$ cat src/rtl/ovf_timer_pkg.sv
package ovf_timer_pkg;
    localparam int ADDR_MODE = 0;
    localparam int ADDR_CNT  = 1;
    localparam int ADDR_CTL  = 2;

    localparam int CTL_IEN  = 0;
    localparam int CTL_FLAG = 1;
    localparam int CTL_GIE  = 2;

    typedef struct packed {
        logic ien;
        logic gie;
        logic flag;
        logic vec;
    } irq_state_t;
endpackage

$ cat src/rtl/ovf_timer_prescale.sv
module ovf_timer_prescale #(
    parameter int SEL_W = 3
) (
    input  logic             clk,
    input  logic             rst_n,
    input  logic             run,
    input  logic             restart,
    input  logic             cpu_tick,
    input  logic [SEL_W-1:0] sel,
    output logic             tick
);
    localparam int PS_W = 1 << SEL_W;

    logic [PS_W-1:0] ps_d, ps_q;
    logic [PS_W:0]   div_full, div_m1;
    logic            last;

    always_comb begin
        // divide = 2^(PS_W - sel) = 2 << ~sel
        div_full = {{(PS_W-1){1'b0}}, 2'b10} << (~sel);
        div_m1   = div_full - {{PS_W{1'b0}}, 1'b1};
        last     = ({1'b0, ps_q} == div_m1);
        tick     = run && !restart && cpu_tick && last;
        ps_d     = ps_q;
        if (!run || restart) begin
            ps_d = '0;
        end else if (cpu_tick) begin
            ps_d = last ? '0 : ps_q + 1'b1;
        end
    end

    always_ff @(posedge clk or negedge rst_n) begin
        if (!rst_n) ps_q <= '0;
        else        ps_q <= ps_d;
    end
endmodule

$ cat src/rtl/ovf_timer_count.sv
module ovf_timer_count #(
    parameter int CNT_W = 8
) (
    input  logic             clk,
    input  logic             rst_n,
    input  logic             tick,
    input  logic             wr,
    input  logic [CNT_W-1:0] wdata,
    output logic [CNT_W-1:0] cnt,
    output logic             ovf
);
    logic [CNT_W-1:0] cnt_d, cnt_q;

    always_comb begin
        ovf   = tick && (cnt_q == {CNT_W{1'b1}});
        cnt_d = cnt_q;
        if (wr)        cnt_d = wdata;
        else if (tick) cnt_d = cnt_q + 1'b1;
    end

    always_ff @(posedge clk or negedge rst_n) begin
        if (!rst_n) cnt_q <= '0;
        else        cnt_q <= cnt_d;
    end

    assign cnt = cnt_q;
endmodule

$ cat src/rtl/ovf_timer_irq.sv
module ovf_timer_irq
    import ovf_timer_pkg::*;
(
    input  logic clk,
    input  logic rst_n,
    input  logic ctl_wr,
    input  logic wd_ien,
    input  logic wd_flag,
    input  logic wd_gie,
    input  logic ovf,
    output logic ien,
    output logic gie,
    output logic flag,
    output logic vec
);
    irq_state_t st_d, st_q;

    always_comb begin
        st_d     = st_q;
        st_d.vec = 1'b0;
        if (ctl_wr) begin
            st_d.ien = wd_ien;
            st_d.gie = wd_gie;
            if (!wd_flag) st_d.flag = 1'b0;
        end
        if (ovf) begin
            st_d.flag = 1'b1;
            st_d.vec  = st_q.ien && st_q.gie;
        end
    end

    always_ff @(posedge clk or negedge rst_n) begin
        if (!rst_n) st_q <= '0;
        else        st_q <= st_d;
    end

    assign ien  = st_q.ien;
    assign gie  = st_q.gie;
    assign flag = st_q.flag;
    assign vec  = st_q.vec;
endmodule

$ cat src/rtl/ovf_timer.sv
module ovf_timer
    import ovf_timer_pkg::*;
#(
    parameter int CNT_W  = 8,
    parameter int SEL_W  = 3,
    parameter int ADDR_W = 2
) (
    input  logic              clk,
    input  logic              rst_n,
    input  logic              cpu_tick,
    input  logic              wr_en,
    input  logic [ADDR_W-1:0] wr_addr,
    input  logic [CNT_W-1:0]  wr_data,
    output logic [CNT_W-1:0]  count,
    output logic              req_flag,
    output logic              vec_req
);
    localparam int RUN_BIT = CNT_W - 1;
    localparam int SEL_HI  = CNT_W - 2;

    logic [CNT_W-1:0] mode_d, mode_q;
    logic             mode_wr, cnt_wr, ctl_wr, ctl_clr;
    logic             run, tick, ovf, ien, gie;
    logic [SEL_W-1:0] sel;

    always_comb begin
        mode_wr = wr_en && (wr_addr == ADDR_W'(ADDR_MODE));
        cnt_wr  = wr_en && (wr_addr == ADDR_W'(ADDR_CNT));
        ctl_wr  = wr_en && (wr_addr == ADDR_W'(ADDR_CTL));
        ctl_clr = ctl_wr && !wr_data[CTL_FLAG];
        mode_d  = mode_wr ? wr_data : mode_q;
        run     = mode_q[RUN_BIT];
        sel     = mode_q[SEL_HI -: SEL_W];
    end

    always_ff @(posedge clk or negedge rst_n) begin
        if (!rst_n) mode_q <= '0;
        else        mode_q <= mode_d;
    end

    ovf_timer_prescale #(.SEL_W(SEL_W)) u_ps (
        .clk(clk), .rst_n(rst_n), .run(run), .restart(mode_wr),
        .cpu_tick(cpu_tick), .sel(sel), .tick(tick)
    );

    ovf_timer_count #(.CNT_W(CNT_W)) u_cnt (
        .clk(clk), .rst_n(rst_n), .tick(tick), .wr(cnt_wr),
        .wdata(wr_data), .cnt(count), .ovf(ovf)
    );

    ovf_timer_irq u_irq (
        .clk(clk), .rst_n(rst_n), .ctl_wr(ctl_wr),
        .wd_ien(wr_data[CTL_IEN]), .wd_flag(wr_data[CTL_FLAG]),
        .wd_gie(wr_data[CTL_GIE]), .ovf(ovf),
        .ien(ien), .gie(gie), .flag(req_flag), .vec(vec_req)
    );
endmodule

$ cat config.mk
export PLATFORM = sky130hd
export DESIGN_NAME = ovf_timer
export DESIGN_NICKNAME = d
export VERILOG_FILES = /design/src/rtl/ovf_timer_pkg.sv /design/src/rtl/ovf_timer_prescale.sv /design/src/rtl/ovf_timer_count.sv /design/src/rtl/ovf_timer_irq.sv /design/src/rtl/ovf_timer.sv
export SDC_FILE = /design/constraint.sdc
export NUM_CORES = 1
export LEC_CHECK = 0
export CAP_MARGIN = 25
export CORE_UTILIZATION = 55
export DETAILED_ROUTE_END_ITERATION = 10
export PLACE_DENSITY = 0.81
export SETUP_SLACK_MARGIN = 0.1
export SLEW_MARGIN = 5
export SYNTH_ARGS = -nofsm -noshare
export SYNTH_HDL_FRONTEND = slang
export SYNTH_SLANG_ARGS = --single-unit
$ cat constraint.sdc
create_clock -name clk -period 4.1 [get_ports clk]
set_clock_uncertainty 0.15 [all_clocks]
set_input_delay 0.615 -clock clk [delete_from_list [all_inputs] [get_ports clk]]
set_output_delay 0.615 -clock clk [all_outputs]
set_load 0.05 [all_outputs]
* Yosys cells after proc, flatten, opt, wreduce, memory -nomap -nowiden
Cells that the tools add are included.
** Word-level totals
- Bits in registers :: 28
- Bits in latches :: 0
- Bits in writable memories :: 0
- ROM bits :: 0
- Input bits :: 14
- Output and inout port bits :: 10
- Logic and storage cells :: 41
- Memories :: 0
** Operators by class
- Add/subtract/negate cells :: 3
- Multipliers :: 0
- Divide/modulo/power cells :: 0
- Order comparisons :: 0
- Eq/ne operators :: 5
- Shifts and indexed selects :: 1
- Multiplexer cells :: 8
- Bitwise operators :: 1
- Reduce and logical (&&, ||, !) cells :: 16
** Operators with widths (count)
- 8-bit two-way mux :: 5
- 8-bit by 1-bit adder with 8-bit output, second input constant :: 2
- 8-bit by 9-bit == test with 1-bit output :: 1
- 2-bit by 3-bit left shift with 9-bit output, first input constant :: 1
- 9-bit by 1-bit subtractor with 9-bit output, second input constant :: 1
- 8-bit == test, second input constant :: 1
- 1-bit logical AND :: 8
- 2-bit nonzero test :: 3
- 3-bit inverter :: 1
- 2-bit by 1-bit == test with 1-bit output, second input constant :: 1
- 2-bit == test, second input constant :: 1
- 1-bit zero test :: 2
- 2-bit zero test :: 1
- 1-bit two-way mux :: 2
- 2-bit two-way mux :: 1
- 2-bit by 1-bit != test with 1-bit output, second input constant :: 1
- 2-bit AND reduction :: 1
- 1-bit logical OR :: 1

* Logic depth before layout (Yosys ltp)
Gate-level depths: netlist of run 1.
- Depth in word-level cells :: 9
- Mapped depth :: 12
- Mapped depth without buffers :: 9

* Hierarchy
Synthesis of run 1 repeated with hierarchy kept, for this count alone.
** Unflattened totals
- Cells, all modules :: 159
- Area, all modules :: 1540.2 um2
** By module, submodules not included
- ovf_timer_prescale :: instances 1, cells each 88, area an instance 750.7 um2
- ovf_timer_count :: instances 1, cells each 51, area an instance 462.9 um2
- ovf_timer :: instances 1, cells each 11, area an instance 183.9 um2
- ovf_timer_irq :: instances 1, cells each 9, area an instance 142.6 um2

* Worst setup path before layout of run 1
Ideal clock, no wire load.
- Kind :: register -> register
- Start :: register mode_q[5]
- End :: register u_ps.ps_q[2]
- Data arrival time :: 2.586 ns
- Required time :: 3.832 ns
- Path slack :: 1.246 ns
- Stages on the path, launching flop included :: 13
- Clock period less this slack :: 2.854 ns
- Cell sequence :: dfrtp_1 > buf_6 > nand2_1 > or2_2 > ha_1 > buf_6 > xor2_2 > or3_1 > a211o_4 > a31oi_4 > buf_6 > o32ai_1 > a21o_1
** On the way
- Word-level cells in the longest chain between the ends :: 7
** Ends and longest elaborated chain
- start: declaration :: RTL line ovf_timer.sv:21 : logic [CNT_W-1:0] mode_d, mode_q;
- start signal: assignment :: RTL line ovf_timer.sv:38 : else mode_q <= mode_d;
- 3-bit inverter :: RTL line ovf_timer_prescale.sv:20 : div_full = {{(PS_W-1){1'b0}}, 2'b10} << (~sel);
- 2-bit by 3-bit left shift with 9-bit output :: RTL line ovf_timer_prescale.sv:20
- 9-bit by 1-bit subtractor with 9-bit output :: RTL line ovf_timer_prescale.sv:21 : div_m1 = div_full - {{PS_W{1'b0}}, 1'b1};
- 8-bit by 9-bit == test with 1-bit output :: RTL line ovf_timer_prescale.sv:22 : last = ({1'b0, ps_q} == div_m1);
- 8-bit two-way mux :: RTL line ovf_timer_prescale.sv:28 : ps_d = last ? '0 : ps_q + 1'b1;
- 8-bit two-way mux :: RTL line ovf_timer_prescale.sv:27 : end else if (cpu_tick) begin
- 8-bit two-way mux :: RTL line ovf_timer_prescale.sv:25 : if (!run || restart) begin
- end signal: assignment :: RTL line ovf_timer_prescale.sv:34 : else ps_q <= ps_d;
- end: declaration :: RTL line ovf_timer_prescale.sv:14 : logic [PS_W-1:0] ps_d, ps_q;
No other way between the ends. The select of a mux whose other input is x is not followed.
A chain may end at the register's enable or synchronous reset.

* Final worst setup path of run 1
- Start :: register mode_q[5]
- End :: register u_cnt.cnt_q[4] (netlist: u_cnt.cnt[4])
** On the way
- Word-level cells in the longest chain between the ends :: 6
** Ends and longest elaborated chain
- 3-bit inverter :: RTL line ovf_timer_prescale.sv:20
- 2-bit by 3-bit left shift with 9-bit output :: RTL line ovf_timer_prescale.sv:20
- 9-bit by 1-bit subtractor with 9-bit output :: RTL line ovf_timer_prescale.sv:21
- 8-bit by 9-bit == test with 1-bit output :: RTL line ovf_timer_prescale.sv:22
- 1-bit logical AND :: RTL line ovf_timer_prescale.sv:23 : tick = run && !restart && cpu_tick && last;
- 2-bit nonzero test (no line)
- end signal: assignment :: RTL line ovf_timer_count.sv:23 : else cnt_q <= cnt_d;
- end: declaration :: RTL line ovf_timer_count.sv:12 : logic [CNT_W-1:0] cnt_d, cnt_q;
No other way between the ends.

==> results of run 1 <==
-- flip-flops by register name, summed over array words and instances, names as in the netlist --
| signal | flops |
|---|---|
| u_irq.flag | 1 |
| mode_q | 4 |
| u_irq.vec | 1 |
| u_ps.ps_q | 8 |
| u_irq.gie | 1 |
| u_irq.ien | 1 |
| u_cnt.cnt | 8 |
-- where the power goes --
part           leakage, nW  internal, W  switching [W]  total [W]
combinational        0.449    0.0000807       0.000121   0.000202
sequential           0.308     0.000261      0.0000333   0.000294
clock               0.0279    0.0000989      0.0000794   0.000178
total                0.785     0.000440       0.000234   0.000674
-- final timing paths --
path                            depth (start not counted)  slack, ns       from      endpoint
worst max register to register                          9       0.76  mode_q[5]  u_cnt.cnt[4]
max in group asynchronous                               2       2.93      rst_n  u_cnt.cnt[4]
worst min-delay path                                    2       0.35  u_irq.gie     u_irq.gie
worst min register to register                          2       0.35  u_irq.gie     u_irq.gie
min in group asynchronous                               1       0.44      rst_n  u_cnt.cnt[6]
worst max-delay path                                    9       0.76  mode_q[5]  u_cnt.cnt[4]
-- worst min-delay path, cell delays in order, from the launching register on --
cell	delay, ns
dfrtp_1	0.37
nand2_1	0.05
o21ai_0	0.06
-- layer usage --
layer,track usage [%],share of wire (%),vias up
li1,-,-,658
met1,29.2,41,675
met2,44.7,53,49
met3,5.12,4.0,12
met4,13.6,2.1,0
met5,0,0,-
-- through the flow --
step	instance area (µm²)	hold slack, ns
2_1_floorplan	1600	0.169
3_3_place_gp	1810	0.319
4_1_cts	1890	0.351
3_5_place_dp	1840	0.320
6_report	1890	0.346
5_1_grt	1890	0.396
-- cell usage in the layout, fill, tap and decap left out, types with 4 or more instances in the layout --
cell type,count
clkdlybuf4s50_1,23
nand3b_1,5
o21ai_1,4
nor3_1,4
xnor2_1,8
nor2_1,8
nand2_1,28
a22o_1,4
a31oi_1,4
inv_1,4
dfrtp_1,24
o21ai_0,4
a21o_1,4
nand3_1,11
-- cell type report --
| cell class | instances | area [µm²] |
|---|---|---|
| multi-input cells | 132 | 917 |
| fillers | 218 | 868 |
| flip-flops and latches | 24 | 601 |
| repair buffers | 25 | 265 |
| well taps | 31 | 38.8 |
| clock inverters | 1 | 30.0 |
| clock buffers | 3 | 22.5 |
| inverters | 4 | 15.0 |
-- cells by family (layout without fill, tap and decap cells) --
family / after synthesis / after routing / synth area share (%)
AND/OR/NAND/NOR: 79 / 79 / 26.2
multiplexers: 3 / 3 / 1.95
buffers and inverters: 11 / 33 / 5.31
XOR/XNOR: 10 / 10 / 5.93
flip-flops: 24 / 24 / 37.5
AO/OA/AOI/OAI: 37 / 37 / 20.8
adder cells (fa/ha/maj): 3 / 3 / 2.34
==> results.cfg, run 1 <==
[pwr]
vdd_drop_max_mv = 0.280
power.total_w = 0.000674
powerDensity_nw_per_um2 = 357
leakage_nw = 0.785

[critical_path]
cp_num_buf_inv = 0
crit_family = compound AO/OA/AOI/OAI gates
crit_chain = nand2_1 -> or2_2 -> ha_1 -> xor2_2 -> or3_1 -> a211o_4 -> a31oi_4 -> a31oi_1 -> o31a_1
crit_path_end_kind = flip-flop
cp.arrival_ns = 3.42
worst_setup_path_start_kind = flip-flop
max_stage_delay_ns = 0.56
path_class = reg -> reg
cp_slowest_cell = dfrtp_1
cp_data_required_time_ns = 4.18
worstPathMaxFanout = 14

[drt]
drc = 0
vias = 1394
drtIter0Drc = 41
routedWlPerCell_um = 17.1
via_per_inst = 6.34
totalWireLength_mm = 3.76
ant_nets = 0
drt_pass1_iterations = 4

[global_routing]
grt.total_usage_pct = 25.6
first_global_vias = 1406
grt_pass1_wl_mm = 6.27
grt_max_degree = 18
grt_overflow = 0
antenna_found_initial = 0

[cts]
cts_resized = 0
hold_buffers = 0
cts_tree = done
h-tree-depth = 1
cts_setup_buffers = 0
path_clk_slew_ns = 0.15
worstSkewPairLatency_ns = 0.33
cts_buffer_depth = 2
clock_sinks = 24
ctsRootBufferMaster = clkbuf_4
cts_made_buffers = 3

[cells_and_area]
syn_to_final_growth_pct = 17.9
stdcell_count = 220
insertedDiodeCount = 0
final_layout_size_suffix_gt1_share_pct = 10.1
utilization_pct = 68.5
final_nets = 207

[timing]
final_max_slew_viol_count = 0
timing.final.ws_setup_ns = 0.755
hold_viol_final = 0
setup_viol = 0
worstMarginPinSlew_ns = 0.517
rsz0062_at_grt = false
period_share_pct = 81.6
final.min_clock_period_ns = 3.34
finalSetupTns_ns = 0
fmax_ghz = 0.299
maxSlewHeadroom_pct = 65.4

[synth]
yosysMostFrequentCell = nand2_1
synth.area.top_cells = dfrtp_1, nand2_1, xnor2_1, nand3_1, ha_1
yosysTopAreaCell = dfrtp_1
syn-num-nets = 184
seq_area_frac_synth_pct = 37.5
syn_area_um2 = 1600
synth_cell_types = 51
ys.flop_type = dfrtp_1
ys_seq_elements = 24
synth_top_area_share_pct = 37.5
ys_top_cells_by_count = nand2_1, dfrtp_1, nand3_1
yosysWarnings = 0
postSynthCellCount = 167
synth-async-reset-ratio_pct = 100
avgSynthCellArea_um2 = 9.60
synth_edf_count = 0

[die]
io-pin-count = 24
initial_utilization_pct = 58.1
die_x_um = 56.0
core_area_um2 = 2760
num_rows = 19
die_y_um = 56.0
die_area_um2 = 3130

[placed_design]
hpwl_mm = 2.79
routabilityCongestion = 0.825
placed_cells = 216
preCtsSetupSlack_ns = 0.785
portBuffers = 23

[flow_run]
cap_violations = 0

[hold_path]
holdCritPathClass = reg -> reg

[status]
outcome = finished, final reports clean
(Power assumes the default switching activity.)
==> run 2, diff against run 1 <==
--- a/config.mk
+++ b/config.mk
@@ -6,9 +6,9 @@
 export NUM_CORES = 1
 export LEC_CHECK = 0
 export CAP_MARGIN = 25
-export CORE_UTILIZATION = 55
+export CORE_UTILIZATION = 48
 export DETAILED_ROUTE_END_ITERATION = 10
-export PLACE_DENSITY = 0.81
+export PLACE_DENSITY = 0.75
 export SETUP_SLACK_MARGIN = 0.1
 export SLEW_MARGIN = 5
 export SYNTH_ARGS = -nofsm -noshare
==> constraint.sdc (replaced) <==
create_clock -name clk -period 2.99 [get_ports clk]
set_clock_uncertainty 0.15 [all_clocks]
set_input_delay 0.4485 -clock clk [delete_from_list [all_inputs] [get_ports clk]]
set_output_delay 0.4485 -clock clk [all_outputs]
set_load 0.05 [all_outputs]
==> run 2 against run 1 <==
Die area increased by 14%. Global-route usage shrank 3.9 points. Utilization down 5.7 points. Cell area increased by 3.1%. Sequential cell count did not move. Worst hold slack got worse by 0.023 ns. Critical path depth up 1. Worst setup slack got worse by 0.56 ns.
==> results.cfg, run 2 (same netlist as run 1, synthesis figures left out) <==
[critical_path]
cp_data_required_time_ns = 3.07
cp_slowest_cell = a211o_4
reg2reg_to = u_ps.ps_q[4]
r2r_slack_ns = 0.19
path_class = reg -> reg
max_stage_delay_ns = 0.39
reg2reg_depth = 10
worstReg2RegStart = mode_q[6]
worst_setup_path_start_kind = flip-flop
crit_path_end_kind = flip-flop
cp.arrival_ns = 2.88
crit_end = u_ps.ps_q[4]
worstPathMaxFanout = 7
crit_chain = nand2_1 -> or2_2 -> ha_1 -> xor2_2 -> or3_1 -> a211o_4 -> a31oi_4 -> buf_4 -> o32ai_1 -> a21o_1
cp-startpoint = mode_q[6]

[cts]
path_clk_slew_ns = 0.14
ctsRootBufferMaster = clkbuf_4
cts_buffer_depth = 2
worstSkewPairLatency_ns = 0.32
cts_tree = done
h-tree-depth = 1
cts_made_buffers = 3
clock_sinks = 24

[cells_and_area]
n_fill_cell = 300
utilization_pct = 62.8
final_common_cell = nand2_1
design_area_um2 = 1950
regArea_um2 = 601
syn_to_final_growth_pct = 21.5
final_layout_size_suffix_gt1_share_pct = 14.6
final_nets = 217
layout.cells.most_common_list = nand2_1, dfrtp_1, clkdlybuf4s50_1, nand3_1, buf_4
insertedDiodeCount = 0
multi_input_area_um2 = 917

[timing]
rsz0062_at_grt = false
period_share_pct = 93.6
maxSlewHeadroom_pct = 66.5
final.min_clock_period_ns = 2.80
worstMarginPinSlew_ns = 0.500
final_max_slew_viol_count = 0
fmax_ghz = 0.357
hold_viol_final = 0
finalSetupTns_ns = 0
setup_viol = 0

[flow_run]
cap_violations = 0

[drt]
ant_nets = 0
vias = 1396
drt_pass1_iterations = 4
drtIter0Drc = 86
via_per_inst = 5.74
routedWlPerCell_um = 14.8
drc = 0
totalWireLength_mm = 3.60

[pwr]
leakage_nw = 0.821
powerDensity_nw_per_um2 = 446
vdd_drop_max_mv = 0.353

[global_routing]
grt_max_degree = 25
antenna_found_initial = 0
grt_pass1_wl_mm = 5.82
grt.total_usage_pct = 21.6
first_global_vias = 1281
grt_overflow = 0

[placed_design]
place_area_um2 = 1880
routabilityCongestion = 0.839
portBuffers = 23
hpwl_mm = 2.71

[die]
core_area_um2 = 3100
die_y_um = 59.8
initial_utilization_pct = 51.7
num_rows = 20
io-pin-count = 24
die_x_um = 59.8
die_area_um2 = 3570

[hold_path]
holdCritPathClass = in -> async

[status]
outcome = finished, final reports clean
## run 2: repair_timing
| action | in CTS | in global routing |
|---|---|---|
| gates resized for setup | 0 | 1 |
| hold buffers | 0 | 0 |
| endpoints found under the setup margin | 0 | 15 |
| setup buffers | 0 | 4 |
## run 2: how the worst min path moves through the flow
stage                     cells past startpoint      endpoint
after floorplan                               0     mode_q[4]
after global placement                        2     u_irq.gie
after detailed placement                      2     u_irq.gie
after CTS                                     2  u_ps.ps_q[3]
after global routing                          2  u_ps.ps_q[6]
final                                         2  u_ps.ps_q[3]
## run 2: power breakdown
group | switching [W] | internal, W
registers | 0.0000341 | 0.000357
logic | 0.000179 | 0.000122
clock network | 0.000101 | 0.0000745
## run 2: metrics by stage
stage / power [W] / worst slack (ns) / instances / hold slack, ns
final: 0.000868 / 0.192 / 243 / 0.323
after global routing: 0.000919 / 0.103 / 243 / 0.324
after detailed placement: 0.000696 / 0.162 / 235 / 0.337
after global placement: 0.000687 / 0.251 / 235 / 0.316
after floorplan: 0.000598 / 0.136 / 167 / 0.00291
after CTS: 0.000869 / 0.129 / 239 / 0.336
## run 2: area by class of cell
type | instances | area share, %
Inverter | 4 | 0.771
Sequential cell | 24 | 30.8
Clock buffer | 4 | 1.86
Timing Repair Buffer | 35 | 16.6
Multi-Input combinational cell | 132 | 47.1
Tap cell | 44 | 2.83
## run 2: per-layer routing
metal  GRT usage (%)  share of wire (%)
met1            29.2                 49
met2            35.9                 47
met3            4.55                3.2
met4            3.99               0.56
met5               0                  0
## run 2: worst max-delay path, delay by kind of cell (launching register included)
| kind | cells | cell delay, ns |
|---|---|---|
| buf+inv | 1 | 0.17 |
| simple gates | 3 | 0.72 |
| compound gates | 4 | 0.91 |
| xor+xnor | 1 | 0.16 |
| flops | 1 | 0.37 |
| fa+ha+maj | 1 | 0.23 |
